==> config.mk <==
export PLATFORM = sky130hd
export DESIGN_NAME = prio_irq_ctrl
export DESIGN_NICKNAME = d
export VERILOG_FILES = /design/src/rtl/prio_irq_pkg.sv /design/src/rtl/irq_prio_pick.sv /design/src/rtl/irq_ack_seq.sv /design/src/rtl/irq_reg_port.sv /design/src/rtl/prio_irq_ctrl.sv
export SDC_FILE = /design/constraint.sdc
export NUM_CORES = 1
export LEC_CHECK = 0
export ABC_AREA = 1
export BUFFER_PORTS_ARGS = -buffer_cell sky130_fd_sc_hd__buf_2
export CAP_MARGIN = 20
export CORE_MARGIN = 1
export CORE_UTILIZATION = 31
export CTS_BUF_LIST = sky130_fd_sc_hd__clkbuf_8
export DETAILED_ROUTE_END_ITERATION = 7
export GPL_TIMING_DRIVEN = 0
export PLACE_DENSITY = 0.48
export SYNTH_ARGS = -nofsm -noshare
export SYNTH_HDL_FRONTEND = slang
export SYNTH_SLANG_ARGS = --single-unit
==> constraint.sdc <==
create_clock -name clk -period 3.28 [get_ports clk]
set_input_delay 0.328 -clock clk [delete_from_list [all_inputs] [get_ports clk]]
set_output_delay 0.328 -clock clk [all_outputs]
set_load 0.02 [all_outputs]
==> src/rtl/prio_irq_pkg.sv <==
package prio_irq_pkg;
   // command field of an address-0 write when the configuration bit is clear
   typedef enum logic [1:0] {
      CMD_NOP     = 2'b00,
      CMD_EOI     = 2'b01,
      CMD_SEL_REQ = 2'b10,
      CMD_SEL_SRV = 2'b11
   } irq_cmd_e;
   localparam int CFG_BIT  = 2;
   localparam int AUTO_BIT = 0;
endpackage

==> src/rtl/irq_prio_pick.sv <==
module irq_prio_pick #(
   parameter int N = 8
) (
   input  logic [N-1:0] req,
   output logic         found,
   output logic [N-1:0] onehot
);
   logic [N:0] seen;
   assign seen[0] = 1'b0;
   for (genvar g = 0; g < N; g++) begin : g_chain
      assign onehot[g]  = req[g] & ~seen[g];
      assign seen[g+1]  = seen[g] | req[g];
   end
   assign found = seen[N];
endmodule

==> src/rtl/irq_ack_seq.sv <==
module irq_ack_seq #(
   parameter int N  = 8,
   parameter int LW = 3
) (
   input  logic          clk,
   input  logic          rst_n,
   input  logic          ack,
   input  logic          found,
   input  logic [N-1:0]  win_oh,
   output logic          grant,
   output logic          second,
   output logic          phase,
   output logic [LW-1:0] lvl
);
   logic [LW-1:0] win_idx;

   always_comb begin
      win_idx = '0;
      for (int i = 0; i < N; i++)
         if (win_oh[i]) win_idx = win_idx | LW'(i);
   end

   assign grant  = ack & ~phase & found;
   assign second = ack & phase;

   always_ff @(posedge clk or negedge rst_n) begin
      if (!rst_n) begin
         phase <= 1'b0;
         lvl   <= '1;
      end else if (ack) begin
         phase <= ~phase;
         if (!phase) lvl <= found ? win_idx : '1;
      end
   end
endmodule

==> src/rtl/irq_reg_port.sv <==
module irq_reg_port
   import prio_irq_pkg::*;
#(
   parameter int N      = 8,
   parameter int DATA_W = 8,
   parameter int BASE_W = 5
) (
   input  logic              clk,
   input  logic              rst_n,
   input  logic              cs,
   input  logic              rd,
   input  logic              wr,
   input  logic              addr,
   input  logic [DATA_W-1:0] wdata,
   input  logic [N-1:0]      irr,
   input  logic [N-1:0]      isr,
   output logic [N-1:0]      imr,
   output logic [BASE_W-1:0] base,
   output logic              auto_eoi,
   output logic              eoi_cmd,
   output logic              rd_en,
   output logic [DATA_W-1:0] rd_val
);
   logic     wr_en, cmd_wr, cfg_wr, sel_srv;
   irq_cmd_e cmd;

   assign wr_en   = cs & wr;
   assign rd_en   = cs & rd;
   assign cmd     = irq_cmd_e'(wdata[1:0]);
   assign cfg_wr  = wr_en & ~addr & wdata[CFG_BIT];
   assign cmd_wr  = wr_en & ~addr & ~wdata[CFG_BIT];
   assign eoi_cmd = cmd_wr & (cmd == CMD_EOI);

   always_ff @(posedge clk or negedge rst_n) begin
      if (!rst_n) begin
         imr      <= '1;
         base     <= '0;
         auto_eoi <= 1'b0;
         sel_srv  <= 1'b0;
      end else begin
         if (wr_en && addr) imr <= wdata[N-1:0];
         if (cfg_wr) begin
            base     <= wdata[DATA_W-1:DATA_W-BASE_W];
            auto_eoi <= wdata[AUTO_BIT];
         end
         if (cmd_wr && cmd == CMD_SEL_REQ) sel_srv <= 1'b0;
         if (cmd_wr && cmd == CMD_SEL_SRV) sel_srv <= 1'b1;
      end
   end

   always_comb begin
      rd_val = '0;
      if (addr)         rd_val[N-1:0] = imr;
      else if (sel_srv) rd_val[N-1:0] = isr;
      else              rd_val[N-1:0] = irr;
   end
endmodule

==> src/rtl/prio_irq_ctrl.sv <==
module prio_irq_ctrl #(
   parameter int NUM_LINES = 8,
   parameter int DATA_W    = 8
) (
   input  logic              clk,
   input  logic              rst_n,
   input  logic [NUM_LINES-1:0] irq_in,
   output logic              int_out,
   input  logic              ack,
   input  logic              cs,
   input  logic              rd,
   input  logic              wr,
   input  logic              addr,
   input  logic [DATA_W-1:0] wdata,
   output logic [DATA_W-1:0] rdata,
   output logic              rdata_oe
);
   localparam int LVL_W  = $clog2(NUM_LINES);
   localparam int BASE_W = DATA_W - LVL_W;

   if (NUM_LINES != (1 << LVL_W) || NUM_LINES > DATA_W || BASE_W < 1) begin : g_bad_cfg
      $error("prio_irq_ctrl: NUM_LINES must be a power of two no wider than DATA_W");
   end

   logic [NUM_LINES-1:0] irr, isr, imr, allow, elig, win_oh, srv_top, lvl_dec;
   logic [NUM_LINES:0]   blk;
   logic                 win_found, srv_found, grant, second, phase, auto_eoi, eoi_cmd;
   logic                 rd_en, int_q;
   logic [LVL_W-1:0]     lvl;
   logic [BASE_W-1:0]    base;
   logic [DATA_W-1:0]    rd_val;

   // a level is allowed only if no level at or above its priority is in service
   assign blk[0] = 1'b0;
   for (genvar g = 0; g < NUM_LINES; g++) begin : g_block
      assign blk[g+1]  = blk[g] | isr[g];
      assign allow[g]  = ~blk[g+1];
   end

   assign elig = irr & ~imr & allow;

   irq_prio_pick #(.N(NUM_LINES)) u_win (
      .req(elig), .found(win_found), .onehot(win_oh));

   irq_prio_pick #(.N(NUM_LINES)) u_srv (
      .req(isr), .found(srv_found), .onehot(srv_top));

   irq_ack_seq #(.N(NUM_LINES), .LW(LVL_W)) u_seq (
      .clk(clk), .rst_n(rst_n), .ack(ack), .found(win_found), .win_oh(win_oh),
      .grant(grant), .second(second), .phase(phase), .lvl(lvl));

   irq_reg_port #(.N(NUM_LINES), .DATA_W(DATA_W), .BASE_W(BASE_W)) u_port (
      .clk(clk), .rst_n(rst_n), .cs(cs), .rd(rd), .wr(wr), .addr(addr),
      .wdata(wdata), .irr(irr), .isr(isr), .imr(imr), .base(base),
      .auto_eoi(auto_eoi), .eoi_cmd(eoi_cmd), .rd_en(rd_en), .rd_val(rd_val));

   assign lvl_dec = {{(NUM_LINES-1){1'b0}}, 1'b1} << lvl;

   always_ff @(posedge clk or negedge rst_n) begin
      if (!rst_n) begin
         irr   <= '0;
         isr   <= '0;
         int_q <= 1'b0;
      end else begin
         irr <= (irr & ~(grant ? win_oh : '0)) | irq_in;
         isr <= (isr | (grant ? win_oh : '0))
                & ~((second && auto_eoi) ? lvl_dec : '0)
                & ~((eoi_cmd && srv_found) ? srv_top : '0);
         int_q <= |elig;
      end
   end

   assign int_out  = int_q;
   assign rdata    = second ? {base, lvl} : rd_val;
   assign rdata_oe = second | rd_en;
endmodule

### Word-level counts from Yosys, hierarchy flattened

Index checks and enable logic that the tools add are counted.

| storage, ports and cells | value |
|---|---|
| flip-flop bits (word level) | 36 |
| input port bits | 23 |
| output and inout bits | 10 |
| word-level logic and storage cells | 104 |

| cells by class | value |
|---|---|
| equality and inequality tests | 3 |
| shifts and indexed selects | 1 |
| mux-type cells | 16 |
| bitwise logic cells | 67 |
| reductions and logical operators | 8 |

Operator list:

| cell | number |
|---|---|
| two-way mux 8 bit | 6 |
| AND 8 bit | 5 |
| NOT 8 bit | 4 |
| AND 1 bit | 23 |
| NOT 1 bit | 18 |
| OR 8 bit | 2 |
| two-way mux 3 bit | 5 |
| OR 1 bit | 15 |
| OR reduction 8 bit | 1 |
| left shift 1 x 3 -> 8 bit (first input constant) | 1 |
| logical AND 1 bit | 5 |
| equality test 2 bit (second input constant) | 2 |
| two-way mux 2 bit | 2 |
| two-way mux 1 bit | 3 |
| equality test 2 x 1 -> 1 bit (second input constant) | 1 |
| AND reduction 2 bit | 1 |
| nonzero test 2 bit | 1 |

### Depth between registers and ports, before layout

Gate-level depths: netlist of the first run.

| depth | value |
|---|---|
| depth in word-level cells | 21 |
| gate-level depth with buffers | 12 |
| mapped depth without buffers | 12 |

### By module

Synthesis of the first run repeated with hierarchy kept, for this count alone.

| second synthesis, totals | value |
|---|---|
| cell total of the unflattened synthesis | 305 |
| area total of the unflattened synthesis | 2,258.4 µm² |

Modules (own cells, without submodules):

| module | times used | cells an instance | area an instance (µm²) | sequential area each (µm²) |
|---|---|---|---|---|
| prio_irq_ctrl | 1 | 133 | 983.4 | 425.4 |
| irq_reg_port | 1 | 101 | 833.3 | 385.4 |
| irq_prio_pick | 2 | 21 | 112.6 | 0.0 |
| irq_ack_seq | 1 | 29 | 216.5 | 103.8 |

### Worst setup path before layout of the first run

OpenSTA, ideal clock, no wires.

| timing path | value |
|---|---|
| kind | register to output |
| from | reg u_port.sel_srv |
| to | out rdata[7] |
| data arrival time | 1,310 ps |
| data required time | 2,952 ps |
| path slack | 1,642 ps |
| cell stages (with the launch flop) | 6 |
| buffers on the path | 1 |
| path through | dfrtp_1 clkbuf_1 nand2_1 o211ai_1 o21ai_0 o21ai_0 |

| on the way | value |
|---|---|
| word-level cells in the longest chain between the ends | 3 |

RTL lines:

| what | RTL line | source |
|---|---|---|
| from (decl) | irq_reg_port.sv:24 | `logic wr_en, cmd_wr, cfg_wr, sel_srv;` |
| from (signal assigned) | irq_reg_port.sv:39 | `sel_srv <= 1'b0;` |
| from (signal assigned) | irq_reg_port.sv:46 | `if (cmd_wr && cmd == CMD_SEL_REQ) sel_srv <= 1'b0;` |
| from (signal assigned) | irq_reg_port.sv:47 | `if (cmd_wr && cmd == CMD_SEL_SRV) sel_srv <= 1'b1;` |
| two-way mux 8 bit | irq_reg_port.sv:54 | `else if (sel_srv) rd_val[N-1:0] = isr;` |
| two-way mux 8 bit | irq_reg_port.sv:53 | `if (addr) rd_val[N-1:0] = imr;` |
| two-way mux 8 bit | prio_irq_ctrl.sv:74 | `assign rdata = second ? {base, lvl} : rd_val;` |
| to (decl) | prio_irq_ctrl.sv:15 | `output logic [DATA_W-1:0] rdata,` |

Every way passes these cells.

### Final worst setup path of the first run

| timing path | value |
|---|---|
| from | reg u_seq.phase |
| to | out rdata[3] |

| on the way | value |
|---|---|
| word-level cells in the longest chain between the ends | 2 |

RTL lines:

| what | RTL line | source |
|---|---|---|
| from (decl) | irq_ack_seq.sv:12 | `output logic phase,` |
| from (signal assigned) | irq_ack_seq.sv:31 | `phase <= ~phase;` |
| AND 1 bit | irq_ack_seq.sv:24 | `assign second = ack & phase;` |
| two-way mux 8 bit | prio_irq_ctrl.sv:74 |  |

Every way passes these cells.

==> impl_metrics.yaml, run 1 <==
outcome:
  outcome: "finished clean"
die:
  die_h_microns: 83.21
  std_cell_rows: 29
  ioPinCount: 33
  core_sq_um: 6350
  die_x_microns: 83.21
  die_area_sq_um: 6924
  initial_core_util_pct: 32.20
worst_setup_path:
  worst-r2r-cell-count: 10
  path_buf_inv: 2
  path_class: "register to primary output"
  timing.rr.end: "irr[2]"
  r2r_slack_ns: 1.63
  timing.rr.start: "isr[1]"
  critPathMaxFanout: 10
  worstSetupStartpointType: "register"
  end_kind: "primary output"
  crit_chain: "nand2_1 > clkinv_1 > o21ai_0 > buf_2"
  critPathRequiredTime_ns: 2.95
  slowest_stage: "dfrtp_1"
  crit_family: "buffers and inverters"
  crit_path_max_incr_delay_ns: 0.39
  cp.arrival_ns: 1.76
layout:
  syn_to_final_growth_pct: 17.99
  finalNetCount: 324
  final_cells: 379
  drive_gt1_share_pct: 25.17
  antenna_cells: 0
  final_core_util_pct: 37.99
  fill_cells: 657
synthesis:
  yosysTopAreaCell: "dfrtp_1"
  synth-async-reset-ratio_pct: 100.0
  synth_top_flop_cell: "dfrtp_1"
  synth_edf_count: 0
  ys.warnings.count: 0
  synth_cells: 262
  ys_ff_latch: 36
  syn_area_sq_um: 2044
  synth_nets: 285
  syn_avg_cell_area_sq_um: 7.803
  ys_types: 30
  synth_sequential_area_ratio_pct: 44.74
  ys_top_cells_by_area: "dfrtp_1 (31%), dfstp_2 (14%), nand2_1 (11%)"
  synth_top_area_share_pct: 30.60
clock_network:
  hold_buffers: 0
  htreeDepth: 2
  root_buffer: "clkbuf_8"
  clk-insertion-delay-late_ns: 0.29
  cts_sinks: 36
  post-cts-setup-buffer-count: 0
  cts_tree: "done"
  post_cts_resized: 0
  clock_path_buffers: 2
  clk_pin_slew_ns: 0.08
  cts_buffers: 5
routing:
  drtIter0Drc: 79
  via_per_inst: 4.887
  drtPass1Iterations: 4
  vias: 1852
  routedWlPerCell_microns: 13.41
  wirelength_microns: 5084
  ant_nets: 0
  route.detailed.drc: 0
grt:
  grt_pass1_wl_microns: 8362
  grt_max_degree: 37
  antenna_found_initial: 0
  grt-ovfl-total: 0
  grt_usage_pct: 15.42
  first_global_vias: 1713
timing:
  finalHoldViolCount: 0
  final.min_clock_period_ns: 2.083
  tightestPinTransition_ns: 0.8229
  relSlewSlack_pct: 45.14
  max_clock_freq_mhz: 480.0
  fin_tns_setup_ns: 0
  rsz0062_at_grt: "no"
  slew_viol_final: 0
  setup_violations: 0
  fin_worst_skew_ns: 0.005201
  finalCritPeriodShare_pct: 63.51
placed_design:
  place.gp.congestion: 0.8165
  hpwl_microns: 3971
  port_buffers: 32
  dp_cells: 371
pwr:
  powerDensity_nw_per_um2: 647.1
  power_mw: 1.561
  ir_drop_mv: 0.1879
  leakagePower_nw: 1.176
min_path:
  worst_hold_path_type: "input port to async pin"
job:
  cap_violations: 0
metrics by stage:
| step | hold slack [ns] | instance area [sq um] | worst slack [ns] |
|---|---|---|---|
| after floorplan | 0.03241 | 2044 | 1.642 |
| after global placement | 0.4607 | 2301 | 1.315 |
| after detailed placement | 0.4582 | 2301 | 1.314 |
| after CTS | 0.1600 | 2412 | 1.157 |
| after global routing | 0.2014 | 2412 | 1.041 |
| final | 0.1313 | 2412 | 1.197 |
report_power, final:
group | internal, mW | switching, mW
registers | 0.562 | 0.0856
logic | 0.169 | 0.345
clock network | 0.225 | 0.173
synthesized netlist by cell type (3+ instances only):
| master | number |
|---|---|
| nor2_4 | 3 |
| a21oi_2 | 3 |
| inv_1 | 42 |
| o21ai_0 | 33 |
| o211ai_1 | 9 |
| nand3_2 | 6 |
| a21oi_1 | 6 |
| nand3_1 | 7 |
| nand4_1 | 3 |
| nor3_1 | 4 |
| nand2_2 | 5 |
| clkbuf_1 | 4 |
| nor2_1 | 21 |
| dfrtp_1 | 25 |
| nor2_2 | 3 |
| dfstp_2 | 11 |
| nand2_1 | 58 |
cell type report:
cell class	instances	area (sq um)	area share, %
Multi-Input combinational cell	177	942.2	39.06
Tap cell	77	96.34	3.994
Timing Repair Buffer	32	160.2	6.639
Clock inverter	3	42.54	1.763
Inverter	44	165.2	6.846
Clock buffer	5	68.82	2.853
Sequential cell	36	914.6	37.91
Buffer	5	22.52	0.9336
kinds of logic after synthesis:
family                 share of synthesized area [%]
buffers and inverters                          9.179
AOI/OAI and AO/OA                              18.60
DFF                                            44.74
and+or+nand+nor                                27.48
how the worst max path moves through the flow:
stage / startpoint / to / slack (ns) / cells past startpoint
floorplan: u_port.sel_srv / rdata[7] / 1.64 / 5
global placement: addr / rdata[0] / 1.32 / 7
detailed placement: addr / rdata[0] / 1.31 / 7
CTS: u_seq.phase / rdata[3] / 1.16 / 4
global route: u_seq.phase / rdata[3] / 1.04 / 4
finish: u_seq.phase / rdata[3] / 1.20 / 4
routing by layer:
metal  wire length (microns)  track usage, %  vias up  share of wire (%)
met5                       0               0        -                  0
met4                      93           5.956        0                1.8
met3                     235           2.783        7                4.6
met2                    2210           22.88       51                 43
met1                    2544           22.22      857                 50
li1                        -               -      937                  -
flip-flops by register name (all words and copies together) (netlist names), 3 cells and up:
register / cells
u_port.base: 5
irr: 8
u_port.imr: 8
isr: 8
u_seq.lvl: 3
layout by cell type, fill, tap and decap left out, types with 2 or more instances in the layout:
cell,Yosys,final
nor2_2,3,3
nand3_1,7,7
a21o_1,2,2
nor3_1,4,4
o21bai_1,2,2
o21a_1,2,2
dfstp_2,11,11
o211ai_1,9,9
a21oi_2,3,3
buf_2,0,32
dfrtp_1,25,25
nor3_2,2,2
nor2_1,21,21
clkbuf_8,0,5
nand3_2,6,6
nand4_1,3,3
inv_1,42,42
nor2_4,3,3
a21oi_1,6,6
o21ai_0,33,33
o32ai_1,2,2
nand2_1,58,58
a31oi_1,2,2
nand2_2,5,5
clkbuf_1,4,4
(Power assumes the default switching activity.)
==> run 2, diff against run 1 <==
--- a/config.mk
+++ b/config.mk
@@ -5,7 +5,7 @@
 export SDC_FILE = /design/constraint.sdc
 export NUM_CORES = 1
 export LEC_CHECK = 0
-export ABC_AREA = 1
+export ABC_AREA = 0
 export BUFFER_PORTS_ARGS = -buffer_cell sky130_fd_sc_hd__buf_2
 export CAP_MARGIN = 20
 export CORE_MARGIN = 1
@@ -13,7 +13,7 @@
 export CTS_BUF_LIST = sky130_fd_sc_hd__clkbuf_8
 export DETAILED_ROUTE_END_ITERATION = 7
 export GPL_TIMING_DRIVEN = 0
-export PLACE_DENSITY = 0.48
+export PLACE_DENSITY = 0.5
 export SYNTH_ARGS = -nofsm -noshare
 export SYNTH_HDL_FRONTEND = slang
 export SYNTH_SLANG_ARGS = --single-unit
==> constraint.sdc (replaced) <==
create_clock -name clk -period 1.8 [get_ports clk]
set_input_delay 0.18 -clock clk [delete_from_list [all_inputs] [get_ports clk]]
set_output_delay 0.18 -clock clk [all_outputs]
set_load 0.02 [all_outputs]
==> run 2 against run 1 <==
The run now ends with hold timing, setup timing left. Register-to-register slack got worse by 1.7 ns. Worst hold slack worse by 0.15 ns. Utilization up 2.6 points. Power grew 120%. Die area is 2.7% lower. Via count shrank 9.5%. Sequential share of layout area is 0.57 points lower. First-iteration DRC count grew 59%. Largest power group is now combinational cells. Highest routed layer unchanged.
==> impl_metrics.yaml, run 2 <==
worst_setup_path:
  cp.arrival_ns: 2.02
  worst-r2r-cell-count: 5
  cp-startpoint: "isr[3]"
  end_kind: "register"
  critPathRequiredTime_ns: 1.99
  critPathMaxFanout: 5
  crit_path_end: "irr[4]"
  r2r_slack_ns: -0.03
  worstSetupStartpointType: "register"
  timing.rr.start: "isr[3]"
  timing.rr.end: "irr[4]"
  path_class: "register to register"
timing:
  fin_worst_skew_ns: 0.005181
  slew_viol_final: 0
  hold_ws_ns: -0.01567
  setup_violations: 3
  final.min_clock_period_ns: 1.826
  finalWorstSetupSlack_ns: -0.02638
  relSlewSlack_pct: 44.40
  max_clock_freq_mhz: 547.5
  finalCritPeriodShare_pct: 101.5
  tightestPinTransition_ns: 0.8341
  fin_tns_setup_ns: -0.05166
  finalHoldViolCount: 17
  rsz0062_at_grt: "yes"
routing:
  ant_nets: 0
  drtPass1Iterations: 4
  wirelength_microns: 5212
  route.detailed.drc: 0
  routedWlPerCell_microns: 16.44
  via_per_inst: 5.287
  vias: 1676
  drtIter0Drc: 126
synthesis:
  syn_area_sq_um: 1987
  ys_types: 41
  syn_avg_cell_area_sq_um: 10.03
  ys_ff_latch: 36
  synth_common_cells: "dfrtp_1 (25), a21oi_1 (17), mux2_2 (15), nor2_1 (14)"
  synth_top_flop_cell: "dfrtp_1"
  ys.warnings.count: 0
  synth_top_area_share_pct: 31.49
  synth_nets: 221
  synth_sequential_area_ratio_pct: 46.03
  synth_cells: 198
  ys_top_cells_by_area: "dfrtp_1 (31%), dfstp_2 (15%), mux2_2 (8.5%)"
  synth-async-reset-ratio_pct: 100.0
  synth_most_common_cell: "dfrtp_1"
  yosysTopAreaCell: "dfrtp_1"
  synth_edf_count: 0
pwr:
  leakagePower_nw: 0.9624
  ir_drop_mv: 0.5979
  powerDensity_nw_per_um2: 1376
placed_design:
  placed_area_sq_um: 2236
  hpwl_microns: 3735
  place.gp.congestion: 0.8544
  dpl_worst_slack_ns: -0.1363
  port_buffers: 31
clock_network:
  hold_buffers: 0
  root_buffer: "clkbuf_8"
  cts_sinks: 36
  htreeDepth: 2
  clk-insertion-delay-late_ns: 0.29
  clk_pin_slew_ns: 0.08
  clock_path_buffers: 2
  cts_tree: "done"
  cts_buffers: 5
layout:
  syn_to_final_growth_pct: 23.93
  final_common_cell: "buf_2"
  final_cell_mix: "buf_2 (31), dfrtp_1 (21), a21oi_1 (17)"
  antenna_cells: 0
  drive_gt1_share_pct: 38.84
  final_core_util_pct: 40.63
  top_regs: "irr: 8 flops, isr: 8 flops, u_port.imr: 8 flops"
  multi_input_area_sq_um: 1091
  finalNetCount: 264
  fill_cells: 626
  seq_area_sq_um: 919.6
  stdcell_area_sq_um: 2462
die:
  core_sq_um: 6061
  initial_core_util_pct: 32.78
  ioPinCount: 33
  die_x_microns: 82.06
  die_h_microns: 82.06
  die_area_sq_um: 6734
  std_cell_rows: 28
min_path:
  worst_hold_path_type: "input port to async pin"
grt:
  grt-ovfl-total: 0
  grt_usage_pct: 16.94
  antenna_found_initial: 0
  grt_pass1_wl_microns: 8355
  first_global_vias: 1585
  grt_max_degree: 37
outcome:
  outcome: "finished with violations"
  violations: "hold timing, setup timing"
job:
  cap_violations: 0
-- run 2: cell count changes after synthesis, sizes merged, moves of 8 or more --
| cell | change |
|---|---|
| a21oi | +8 |
| nand3 | -9 |
| mux2 | +15 |
| nand2 | -50 |
| nor2 | -13 |
| nand2b | +8 |
| mux2i | +8 |
| o211ai | -9 |
| inv | -42 |
| o21ai | -20 |
-- run 2: repair_timing --
| action | CTS | global route |
|---|---|---|
| setup endpoints to repair | 21 | 23 |
| resized for setup | 12 | 13 |
| setup buffers | 3 | 5 |
| pin swaps | 5 | 5 |
-- run 2: worst min path at each step --
stage / slack, ns / start / endpoint / cells after the start
2_1_floorplan: -0.12 / rst_n / int_out / 0
5_1_grt: 0.05 / irq_in[6] / irr[6] / 2
4_1_cts: 0.02 / rst_n / u_port.base[0] / 1
6_report: -0.02 / rst_n / irr[1] / 1
3_3_place_gp: 0.33 / rst_n / u_port.sel_srv / 1
3_5_place_dp: 0.34 / rst_n / u_port.sel_srv / 1
-- run 2: per-layer routing --
metal	vias up	global-route usage [%]	routed length, microns
met3	6	3.000	180
met2	43	24.79	2326
met1	800	24.12	2622
met4	0	7.544	82
met5	-	0	0
li1	827	-	-
-- run 2: cells by family (layout without fill, tap and decap cells) --
group | count (synthesis) | count (layout) | synth area share [%]
compound gates | 51 | 51 | 16.88
xor+xnor | 1 | 1 | 0.4409
buf+inv | 9 | 53 | 1.825
flops | 36 | 36 | 46.03
mux | 23 | 23 | 12.53
simple gates | 78 | 78 | 22.29
-- run 2: per-stage QoR --
stage          std cells  power [mW]
2_1_floorplan        198       2.112
3_3_place_gp         304       2.496
3_5_place_dp         304       2.506
4_1_cts              312       3.336
5_1_grt              317       3.607
6_report             317       3.389
-- run 2: where the power goes --
group | internal [mW] | total (mW) | switching [mW]
Clock | 0.410 | 0.731 | 0.320
Combinational | 0.573 | 1.34 | 0.766
Sequential | 1.07 | 1.32 | 0.253
-- run 2: final cells by class --
| class | count | area share, % |
|---|---|---|
| plain buffers | 5 | 1.118 |
| flip-flops and latches | 36 | 37.35 |
| repair buffers | 39 | 8.740 |
| well taps | 75 | 3.811 |
| inverters | 1 | 0.1524 |
| multi-input cells | 153 | 44.31 |
| clock inverters | 3 | 1.728 |
| clock buffers | 5 | 2.795 |
-- run 2: worst max-delay path: stages, from the launching register on --
cell and delay (ns):
dfrtp_2 0.46, or4_4 0.58, a2111oi_4 0.24, buf_4 0.18
nand3b_1 0.09, a21o_1 0.18
